File: src/rtl/dmam_pkg.sv
package dmam_pkg;

    localparam int REG_W   = 4;
    localparam int SR_AW   = 7;
    localparam int ROW_W   = 3;
    localparam int COL_W   = 4;
    localparam int BANK_W  = 4;
    localparam int DADDR_W = ROW_W + COL_W;

    localparam logic [SR_AW-1:0] SR_HI  = 7'h7A;
    localparam logic [SR_AW-1:0] SR_MID = 7'h7B;
    localparam logic [SR_AW-1:0] SR_LO  = 7'h7C;
    localparam logic [SR_AW-1:0] SR_PSW = 7'h7F;

    typedef struct packed {
        logic [REG_W-1:0] hi;
        logic [REG_W-1:0] mid;
        logic [REG_W-1:0] lo;
        logic [REG_W-1:0] psw;
    } mod_regs_t;

    typedef struct packed {
        logic [BANK_W-1:0] bank;
        logic [ROW_W-1:0]  row;
        logic [COL_W-1:0]  col;
    } dm_loc_t;

    function automatic logic ix_on(mod_regs_t r);
        return r.psw[0];
    endfunction

    function automatic logic mp_on(mod_regs_t r);
        return r.hi[REG_W-1];
    endfunction

    // bits of each register that may hold a one
    function automatic logic [REG_W-1:0] keep_mask(logic restrict_bank,
                                                    logic [SR_AW-1:0] a);
        logic [REG_W-1:0] m;
        m = '1;
        if (restrict_bank) begin
            if (a == SR_HI)  m = 4'b1000;
            if (a == SR_MID) m = 4'b0111;
        end
        return m;
    endfunction

endpackage

File: src/rtl/dmam_regfile.sv
module dmam_regfile
    import dmam_pkg::*;
#(
    parameter bit RESTRICT_BANK = 1'b0
) (
    input  logic             clk,
    input  logic             rst,
    input  logic             we,
    input  logic [SR_AW-1:0] addr,
    input  logic [REG_W-1:0] wdata,
    output logic [REG_W-1:0] rdata,
    output mod_regs_t        regs
);

    logic [REG_W-1:0] wval;

    assign wval = wdata & keep_mask(RESTRICT_BANK, addr);

    always_ff @(posedge clk) begin
        if (rst) begin
            regs <= '0;
        end else if (we) begin
            case (addr)
                SR_HI:   regs.hi  <= wval;
                SR_MID:  regs.mid <= wval;
                SR_LO:   regs.lo  <= wval;
                SR_PSW:  regs.psw <= wval;
                default: ;
            endcase
        end
    end

    always_comb begin
        case (addr)
            SR_HI:   rdata = regs.hi;
            SR_MID:  rdata = regs.mid;
            SR_LO:   rdata = regs.lo;
            SR_PSW:  rdata = regs.psw;
            default: rdata = '0;
        endcase
    end

endmodule

File: src/rtl/dmam_direct.sv
module dmam_direct
    import dmam_pkg::*;
#(
    parameter bit RESTRICT_BANK = 1'b0
) (
    input  mod_regs_t           regs,
    input  logic [BANK_W-1:0]   cur_bank,
    input  logic [DADDR_W-1:0]  op_addr,
    output logic [BANK_W-1:0]   eff_bank,
    output logic [DADDR_W-1:0]  eff_addr
);

    logic [2*REG_W-1:0] ix_low;

    assign ix_low = {regs.mid, regs.lo};

    always_comb begin
        eff_addr = op_addr;
        if (ix_on(regs)) begin
            eff_addr = op_addr | ix_low[DADDR_W-1:0];
        end
    end

    if (RESTRICT_BANK) begin : g_fixed_bank
        assign eff_bank = cur_bank;
    end else begin : g_or_bank
        always_comb begin
            eff_bank = cur_bank;
            if (ix_on(regs)) begin
                eff_bank = cur_bank | {1'b0, regs.hi[REG_W-2:0]};
            end
        end
    end

endmodule

File: src/rtl/dmam_indirect.sv
module dmam_indirect
    import dmam_pkg::*;
#(
    parameter bit RESTRICT_BANK = 1'b0
) (
    input  mod_regs_t          regs,
    input  logic [BANK_W-1:0]  cur_bank,
    input  logic [ROW_W-1:0]   op_row,
    input  logic [COL_W-1:0]   reg_col,
    output dm_loc_t            loc
);

    logic [BANK_W-1:0] ptr_bank;

    if (RESTRICT_BANK) begin : g_bank0
        assign ptr_bank = '0;
    end else begin : g_ptr_bank
        assign ptr_bank = {regs.hi[REG_W-2:0], regs.mid[REG_W-1]};
    end

    always_comb begin
        loc.col = reg_col;
        if (mp_on(regs)) begin
            loc.bank = ptr_bank;
            loc.row  = regs.mid[ROW_W-1:0];
        end else begin
            loc.bank = cur_bank;
            loc.row  = op_row;
        end
    end

endmodule

File: src/rtl/dmam_top.sv
module dmam_top
    import dmam_pkg::*;
#(
    parameter bit RESTRICT_BANK = 1'b0
) (
    input  logic               clk,
    input  logic               rst,
    input  logic               sr_we,
    input  logic [SR_AW-1:0]   sr_addr,
    input  logic [REG_W-1:0]   sr_wdata,
    output logic [REG_W-1:0]   sr_rdata,
    input  logic [BANK_W-1:0]  cur_bank,
    input  logic [DADDR_W-1:0] dir_addr,
    input  logic [ROW_W-1:0]   ind_row,
    input  logic [COL_W-1:0]   ind_col,
    output logic [BANK_W-1:0]  dir_bank_o,
    output logic [DADDR_W-1:0] dir_addr_o,
    output logic [BANK_W-1:0]  ind_bank_o,
    output logic [ROW_W-1:0]   ind_row_o,
    output logic [COL_W-1:0]   ind_col_o
);

    mod_regs_t regs;
    dm_loc_t   ind_loc;

    dmam_regfile #(.RESTRICT_BANK(RESTRICT_BANK)) u_regs (
        .clk   (clk),
        .rst   (rst),
        .we    (sr_we),
        .addr  (sr_addr),
        .wdata (sr_wdata),
        .rdata (sr_rdata),
        .regs  (regs)
    );

    dmam_direct #(.RESTRICT_BANK(RESTRICT_BANK)) u_dir (
        .regs     (regs),
        .cur_bank (cur_bank),
        .op_addr  (dir_addr),
        .eff_bank (dir_bank_o),
        .eff_addr (dir_addr_o)
    );

    dmam_indirect #(.RESTRICT_BANK(RESTRICT_BANK)) u_ind (
        .regs     (regs),
        .cur_bank (cur_bank),
        .op_row   (ind_row),
        .reg_col  (ind_col),
        .loc      (ind_loc)
    );

    assign ind_bank_o = ind_loc.bank;
    assign ind_row_o  = ind_loc.row;
    assign ind_col_o  = ind_loc.col;

endmodule

File: config.mk
export PLATFORM = sky130hd
export DESIGN_NAME = dmam_top
export DESIGN_NICKNAME = d
export VERILOG_FILES = /design/src/rtl/dmam_pkg.sv /design/src/rtl/dmam_regfile.sv /design/src/rtl/dmam_direct.sv /design/src/rtl/dmam_indirect.sv /design/src/rtl/dmam_top.sv
export SDC_FILE = /design/constraint.sdc
export NUM_CORES = 1
export LEC_CHECK = 0
export ABC_AREA = 0
export BUFFER_PORTS_ARGS = -buffer_cell sky130_fd_sc_hd__buf_2
export CAP_MARGIN = 20
export CORE_MARGIN = 2
export CORE_UTILIZATION = 39
export DETAILED_ROUTE_END_ITERATION = 7
export GPL_TIMING_DRIVEN = 0
export PLACE_DENSITY = 0.75
export SYNTH_ARGS = -nofsm -noshare
export SYNTH_HDL_FRONTEND = slang
export SYNTH_SLANG_ARGS = --single-unit
File: constraint.sdc
create_clock -name clk -period 1.03 [get_ports clk]
set_input_delay 0.103 -clock clk [delete_from_list [all_inputs] [get_ports clk]]
set_output_delay 0.103 -clock clk [all_outputs]
set_load 0.03 [all_outputs]
## After elaboration in Yosys (flattened, before gate mapping)

Cells that the tools add are included.
Widths: inputs -> output; s select.

- Bits in registers: 16
- Bits of input ports: 32
- Output and inout port bits: 26
- Word-level logic and storage cells: 18

- Equality and inequality tests: 4
- Multiplexer cells: 4
- Bitwise logic cells: 2
- Reductions and logical operators: 4

Operators by type and width:

| cell | count |
|---|---|
| $eq 7x7->1 const B | 4 |
| $pmux 4 s4 | 1 |
| $mux 7 | 2 |
| $reduce_and 2->1 | 4 |
| $or 7x7->7 | 1 |
| $mux 4 | 1 |
| $or 4x3->4 | 1 |

## Longest topological paths before layout

Gate-level depths: netlist of the first run.

- Depth after elaboration: 2
- Gate-level depth with buffers: 3
- Depth with buffers taken out: 3

## Hierarchy

A second synthesis of the first run with hierarchy kept.

- Cells, all modules: 110
- Area total of the unflattened synthesis: 1,103.6 µm²

Modules (own cells, without submodules):

| module | times used | cells an instance | area an instance (µm²) | sequential area each (µm²) |
|---|---|---|---|---|
| dmam_regfile | 1 | 86 | 863.3 | 320.3 |
| dmam_indirect | 1 | 12 | 146.4 | 0.0 |
| dmam_direct | 1 | 12 | 93.8 | 0.0 |

## Worst setup path before layout of the first run

OpenSTA, ideal clock, no wires.

- Kind: register to output
- Start point: register u_regs.regs[15] (netlist name)
- End point: output sr_rdata[3]
- Arrival time: 1.270 ns
- Data required time: 0.927 ns
- Path slack: -0.343 ns
- Cell stages (with the launch flop): 4
- Path buffers: 1
- Cell sequence: dfxtp_1 -> clkbuf_1 -> nand3_1 -> a31oi_1

- Cells in the longest elaborated chain, start to end: 1

Ends and longest elaborated chain:

| element | RTL line | RTL |
|---|---|---|
| $pmux 4 s4 | dmam_regfile.sv:34 | `case (addr)` |
| end, declared | dmam_top.sv:11 | `output logic [REG_W-1:0] sr_rdata,` |

Every way passes these cells.

## Worst setup path after layout of the first run

- Start point: register u_regs.regs[15] (netlist name)
- End point: output ind_bank_o[3]

- Cells in the longest elaborated chain, start to end: 1

Ends and longest elaborated chain:

| element | RTL line | RTL |
|---|---|---|
| $mux 7 | dmam_indirect.sv:23 | `if (mp_on(regs)) begin` |
| end, declared | dmam_top.sv:18 | `output logic [BANK_W-1:0] ind_bank_o,` |

Every way passes these cells.

==> results by group, run 1 <==
Timing
  • Max Clock Freq: approximately 730 MHz
  • Worst Tran Pin Value: 427 ps
  • Crit path time final: approximately 1400 ps
  • Final setup fails: 21
  • Worst Clk Skew: 0 ps
  • Final hold vios: 0
  • Final WS setup: -345 ps
  • Post-route clock period utilization: 133%
  • Max-slew headroom: 71.5%
  • Setup TNS: -5190 ps
  • RSZ-0062 raised after global routing: true
  • Max Transition Viols Final: 0

Die
  • Die area: 3020 um2
  • Core Footprint: 2480 um2
  • # rows: 18
  • Starting density of the core: just over 40%
  • Boundary Pins: 58
  • Die height: 55.0 um
  • Die X: 55.0 um

Power and ir drop
  • Comb pwr share: between 20% and 30%
  • Power Internal: 1010 uW
  • Leakage: roughly 0.00084 uW
  • PD cells: 861 nW/um2
  • Net Sw Power: 425 uW
  • Switch share: 29.6%
  • Flop pwr share: a little over two fifths
  • IR drop worst, VDD: 0.000710 V
  • Clock power frac: 29.9%

Worst hold path
  • Worst min path class: primary input to flop
  • Hold_sp: sr_wdata[1]

Detailed routing
  • Vias per cell: roughly 5.5
  • DRT iter0 DRCs: 19
  • Antenna-violating nets left: 0
  • Residual DRC: 0
  • Via count: approximately 1100
  • WL/cell: between 15 and 20 um
  • First-pass iteration count of the detailed router: 4
  • Routed wire length: 3270 um

Critical path
  • Critical path capture point type: output pin
  • Worst EP arrival: ~1300 ps
  • Crit path launch: u_regs.regs[15]$_SDFFE_PP0P_
  • CP delay by family, top: flip-flops
  • Worst path bufs/invs: 2
  • Cell at the slowest stage of the critical path: dfxtp_2
  • Worst R2R Start: u_regs.regs[15]$_SDFFE_PP0P_
  • Critical path's largest stage delay: 370 ps
  • Reg2reg setup slack: roughly 140 ps
  • CP max FO: 5
  • Data required, critical path: 930 ps
  • Critical path class: flop to output pin
  • CP startpoint kind: flop
  • CP Cell Sequence: clkbuf_8, mux2_4, buf_6

Cells and area
  • Share of layout cells above drive strength 1: 59.0%
  • Final Cell Area: 1670 um2
  • Reg area: 335 um2
  • Top flop regs: u_regs.regs (16)
  • Layout Nets: roughly 200
  • Multi-input logic area: 751 um2
  • Ant. Diodes: 0
  • Post-Layout Cell Count: 196
  • P&R area growth vs syn: 64.7%
  • Fill cell count: 191
  • Reg with most FFs: u_regs.regs
  • Max reg flops: 16

Clock network
  • H-Tree Depth: 1
  • Reg clk slew, reported paths: 90 ps
  • Clk_lat worst skew: 300 ps
  • Root Buffer: clkbuf_4
  • Sinks on Clock Net: 16
  • Hold_buf cts: 0
  • TritonCTS clock tree: built
  • CTS buffer count: 3
  • Clock Path Buffers: 2

Synth
  • Synth area leaders: dfxtp_1 (32%), mux2i_1 (16%), nand2b_1 (12%)
  • Primary FF master, synth: dfxtp_1
  • Async S/R FF share, synth: 0%
  • Synth cell count leaders: nand2b_1 (20), dfxtp_1 (16), mux2i_1 (16), a21o_1 (10), mux2_2 (8)
  • Unique cell type count in the Yosys netlist: 22
  • Net Count, Synth: around 140
  • Syn_area_per_cell: 9.47 um2
  • Area of the mapped netlist: 1010 um2
  • Count leader, synth: nand2b_1
  • Post-Syn Instances: around 110
  • Share of the synthesized area in the top cell type: 31.6%
  • Synth warn: 0
  • Post-synth EDFFs: 0
  • #FFs+latches synth: 16
  • Post-synth top area cell: dfxtp_1
  • Sequential element share of the synthesized area: 31.6%

Placement
  • Dpl cells: 189
  • Gp weighted congestion: 0.920
  • Placed cell area: 1340 um2
  • Post-DP HPWL: approximately 2100 um
  • IO Port Bufs: 52
  • Placement Setup Slack: -243 ps

Job
  • Max-cap viol count: 0

Global routing
  • Vias in the first global route: 1061
  • Initial antenna violation count: 0
  • Aggregate global routing overflow: 0
  • First-pass GRT wire length: 4890 um
  • Largest net degree at the start of global routing: 11
  • Total track usage: 23.4%

Status
  • Status: finished with violations
  • Failing checks: negative setup slack
-- cells in the final DEF (no fill, tap or decap), types with 3 or more instances in the layout --
cell,instances
nand3_1,5
a21o_1,10
buf_4,6
clkbuf_8,3
nand4_1,3
dfxtp_2,9
mux2i_1,16
clkbuf_4,4
buf_6,21
dfxtp_1,6
buf_2,31
nand2b_1,20
mux2_4,7
-- worst reg2reg max path, delay by kind of cell, from the launching register on --
kind                   cells  cell delay (ps)
buffers and inverters      2              270
flip-flops                 1              370
AND/OR/NAND/NOR            1               50
multiplexers               1              130
-- final timing paths --
path / endpoint / cells after the start
worst max-delay path: ind_bank_o[3] / 3
worst min-delay path: u_regs.regs[13]$_SDFFE_PP0P_ / 3
worst max register to register: u_regs.regs[15]$_SDFFE_PP0P_ / 4
worst min register to register: u_regs.regs[2]$_SDFFE_PP0P_ / 2
-- cell families after synthesis --
group           Yosys count  synth area share, %
simple gates             39                 25.1
flops                    16                 31.6
mux                      24                 24.7
compound gates           18                 13.0
buf+inv                  10                 5.68
-- repair_timing --
| item | in CTS | in global routing |
|---|---|---|
| buffers inserted | 1 | 0 |
| pin swaps | 12 | 2 |
| cloned | 2 | 0 |
| endpoints found under the setup margin | 21 | 22 |
| gates resized for setup | 70 | 10 |
-- per-stage QoR --
step,utilization (%),total power [uW],hold WS [ps]
final,67.4,1440,151
after global routing,67.4,1490,161
after CTS,65.9,1420,154
after detailed placement,54.2,943,458
after global placement,54.2,937,449
after floorplan,-,829,323
-- power groups by stage --
stage                     registers (uW)  clock network (uW)  logic (uW)
after CTS                            621                 426         372
final                                618                 429         389
after floorplan                      635                   0         194
after detailed placement             635                   0         308
after global routing                 619                 461         413
after global placement               635                   0         302
-- layer usage --
| layer | routed length [um] | share of wire [%] | track usage [%] | vias up |
|---|---|---|---|---|
| met1 | 1270 | 39 | 28.3 | 520 |
| met4 | 80 | 2.4 | 11.4 | 0 |
| met5 | 0 | 0 | 0 | - |
| li1 | - | - | - | 505 |
| met2 | 1670 | 51 | 39.5 | 47 |
| met3 | 250 | 7.6 | 4.84 | 9 |
-- cell type report --
cell class | count | area share (%)
multi-input cells | 81 | 45.0
repair buffers | 55 | 25.6
flip-flops and latches | 16 | 20.1
plain buffers | 10 | 4.87
well taps | 30 | 2.25
clock buffers | 4 | 2.17
(Power assumes the default switching activity.)
==> run 2: changes to the inputs <==
--- a/config.mk
+++ b/config.mk
@@ -9,10 +9,10 @@
 export BUFFER_PORTS_ARGS = -buffer_cell sky130_fd_sc_hd__buf_2
 export CAP_MARGIN = 20
 export CORE_MARGIN = 2
-export CORE_UTILIZATION = 39
+export CORE_UTILIZATION = 40
 export DETAILED_ROUTE_END_ITERATION = 7
 export GPL_TIMING_DRIVEN = 0
-export PLACE_DENSITY = 0.75
+export PLACE_DENSITY = 0.74
 export SYNTH_ARGS = -nofsm -noshare
 export SYNTH_HDL_FRONTEND = slang
 export SYNTH_SLANG_ARGS = --single-unit
==> constraint.sdc (replaced) <==
create_clock -name clk -period 1.7 [get_ports clk]
set_input_delay 0.17 -clock clk [delete_from_list [all_inputs] [get_ports clk]]
set_output_delay 0.17 -clock clk [all_outputs]
set_load 0.03 [all_outputs]
==> run 2 against run 1 <==
Net effect:
- the flow now finishes without violations
- non-clock buffer count shrank 4
- global-route usage shrank 6.1 points
- clock power shrank 40%
- count of clock-buffer cells in the layout is the same
- clock skew is the same
- sequential share of layout area grew 3.7 points
- core utilization shrank 12 points
- critical endpoint is now sr_rdata[3]
==> results by group, run 2 (synthesized netlist as in run 1, its figures left out) <==
Timing
  • Post-route clock period utilization: 95.3%
  • Final setup fails: 0
  • Crit path time final: roughly 1600 ps
  • Final hold vios: 0
  • Worst Tran Pin Value: between 300 and 400 ps
  • Max Transition Viols Final: 0
  • Worst Clk Skew: 0 ps
  • Max Clock Freq: about 620 MHz
  • Max-slew headroom: 73.8%
  • RSZ-0062 raised after global routing: false
  • Final WS setup: 80.0 ps
  • Setup TNS: 0 ps

Placement
  • IO Port Bufs: 52
  • Gp weighted congestion: approximately 0.82
  • Post-DP HPWL: 1990 um
  • Placement Setup Slack: roughly 270 ps

Clock network
  • CTS buffer count: 3
  • TritonCTS clock tree: built
  • Hold_buf cts: 0
  • Sinks on Clock Net: 16
  • Root Buffer: clkbuf_4
  • Clock Path Buffers: 2
  • Reg clk slew, reported paths: about 110 ps
  • H-Tree Depth: 1
  • Clk_lat worst skew: 290 ps

Power and ir drop
  • Clock power frac: 31.4%
  • Flop pwr share: 46.0%
  • Comb pwr share: 22.6%
  • Net Sw Power: 236 uW
  • PD cells: 608 nW/um2
  • IR drop worst, VDD: 0.000463 V
  • Leakage: 0.000712 uW
  • Switch share: between 20% and 30%
  • Power Internal: 581 uW

Critical path
  • Worst R2R Start: u_regs.regs[15]$_SDFFE_PP0P_
  • CP max FO: 9
  • Critical path's largest stage delay: 570 ps
  • Critical path class: flop to output pin
  • Data required, critical path: about 1500 ps
  • FF-to-FF End: u_regs.regs[15]$_SDFFE_PP0P_
  • Worst-case reg-to-reg path depth: 2
  • Worst EP arrival: 1450 ps
  • Reg2reg setup slack: approximately 820 ps
  • Critical path capture point type: output pin
  • CP startpoint kind: flop
  • CP Cell Sequence: nand3_1, a31oi_1, buf_2
  • Cell at the slowest stage of the critical path: dfxtp_1

Cells and area
  • P&R area growth vs syn: 32.7%
  • Commonest non-fill, non-tap cell in the layout: buf_2
  • Layout Nets: 195
  • Reg with most FFs: u_regs.regs
  • Top flop regs: u_regs.regs (16)
  • Core Util, Final: 55.3%
  • Ant. Diodes: 0
  • Most frequent cells in the layout: buf_2 (53), nand2b_1 (20), mux2i_1 (16), dfxtp_1 (16), a21o_1 (10)
  • Max reg flops: 16
  • Share of layout cells above drive strength 1: 45.1%

Detailed routing
  • DRT iter0 DRCs: 14
  • WL/cell: 13.2 um
  • Residual DRC: 0
  • Routed wire length: 2540 um
  • Vias per cell: about 5.3
  • Via count: roughly 1000
  • Antenna-violating nets left: 0
  • First-pass iteration count of the detailed router: 4

Worst hold path
  • WHS Path Cells: 3
  • Worst min path class: primary input to flop
  • Hold EP: u_regs.regs[1]$_SDFFE_PP0P_
  • Hold_sp: sr_wdata[1]

Die
  • Die height: 54.3 um
  • Starting density of the core: 41.7%
  • Die area: 2950 um2
  • # rows: 18
  • Boundary Pins: 58
  • Die X: 54.3 um
  • Core Footprint: 2430 um2

Job
  • Max-cap viol count: 0

Global routing
  • Aggregate global routing overflow: 0
  • First-pass GRT wire length: 3670 um
  • Largest net degree at the start of global routing: 11
  • Initial antenna violation count: 0
  • Vias in the first global route: 867
  • Total track usage: 17.3%

Status
  • Status: completed
==> run 2: cell types whose count changed in the layout (fill, tap and decap cells not counted), sizes merged <==
cell / change
clkbuf: -2
buf: -2
==> run 2: metrics by stage <==
step / hold WS (ps) / total power [uW] / instance area [um2] / instances
2_1_floorplan: 390 / 501 / 1010 / 107
3_3_place_gp: 465 / 567 / 1310 / 189
3_5_place_dp: 480 / 570 / 1310 / 189
4_1_cts: 223 / 822 / 1340 / 192
5_1_grt: 233 / 853 / 1350 / 192
6_report: 215 / 817 / 1350 / 192
==> run 2: layout make-up <==
type | instances | area, um2
flip-flops and latches | 16 | 320
repair buffers | 52 | 260
well taps | 30 | 37.5
plain buffers | 9 | 55.1
clock buffers | 4 | 36.3
fillers | 239 | 1090
multi-input cells | 81 | 636
==> run 2: routing by layer <==
| metal | global-route usage [%] | wire, um | vias up |
|---|---|---|---|
| li1 | - | - | 506 |
| met5 | 0 | 0 | - |
| met2 | 33.1 | 1210 | 41 |
| met3 | 1.91 | 183 | 4 |
| met1 | 18.3 | 1100 | 458 |
| met4 | 8.75 | 45 | 0 |
==> run 2: how the worst max path moves through the flow <==
stage / slack [ps] / endpoint / from / depth (start not counted)
after floorplan: 260 / sr_rdata[3] / u_regs.regs[15]$_SDFFE_PP0P_ / 3
after global placement: 280 / sr_rdata[3] / u_regs.regs[15]$_SDFFE_PP0P_ / 4
after detailed placement: 270 / sr_rdata[3] / u_regs.regs[15]$_SDFFE_PP0P_ / 4
after CTS: 50 / dir_bank_o[2] / u_regs.regs[0]$_SDFFE_PP0P_ / 3
after global routing: 50 / sr_rdata[3] / u_regs.regs[15]$_SDFFE_PP0P_ / 3
final: 80 / sr_rdata[3] / u_regs.regs[15]$_SDFFE_PP0P_ / 3
==> run 2: timing repair <==
action,CTS,global route
endpoints found under the hold margin,0,0
endpoints found under the setup margin,8,10
gates resized for setup,0,2
setup buffers,0,0
pin swaps,0,0
==> run 2: critical path: cells and delay by family, from the launching register on <==
family          cells  cell delay (ps)
simple gates        1              120
buf+inv             1              240
compound gates      1              240
flops               1              570
==> run 2: power by group through the flow <==
stage / clock network, uW / registers, uW / logic (uW)
2_1_floorplan: 0 / 385 / 117
6_report: 256 / 376 / 185
5_1_grt: 278 / 377 / 199
3_5_place_dp: 0 / 385 / 185
3_3_place_gp: 0 / 385 / 182
4_1_cts: 260 / 376 / 186
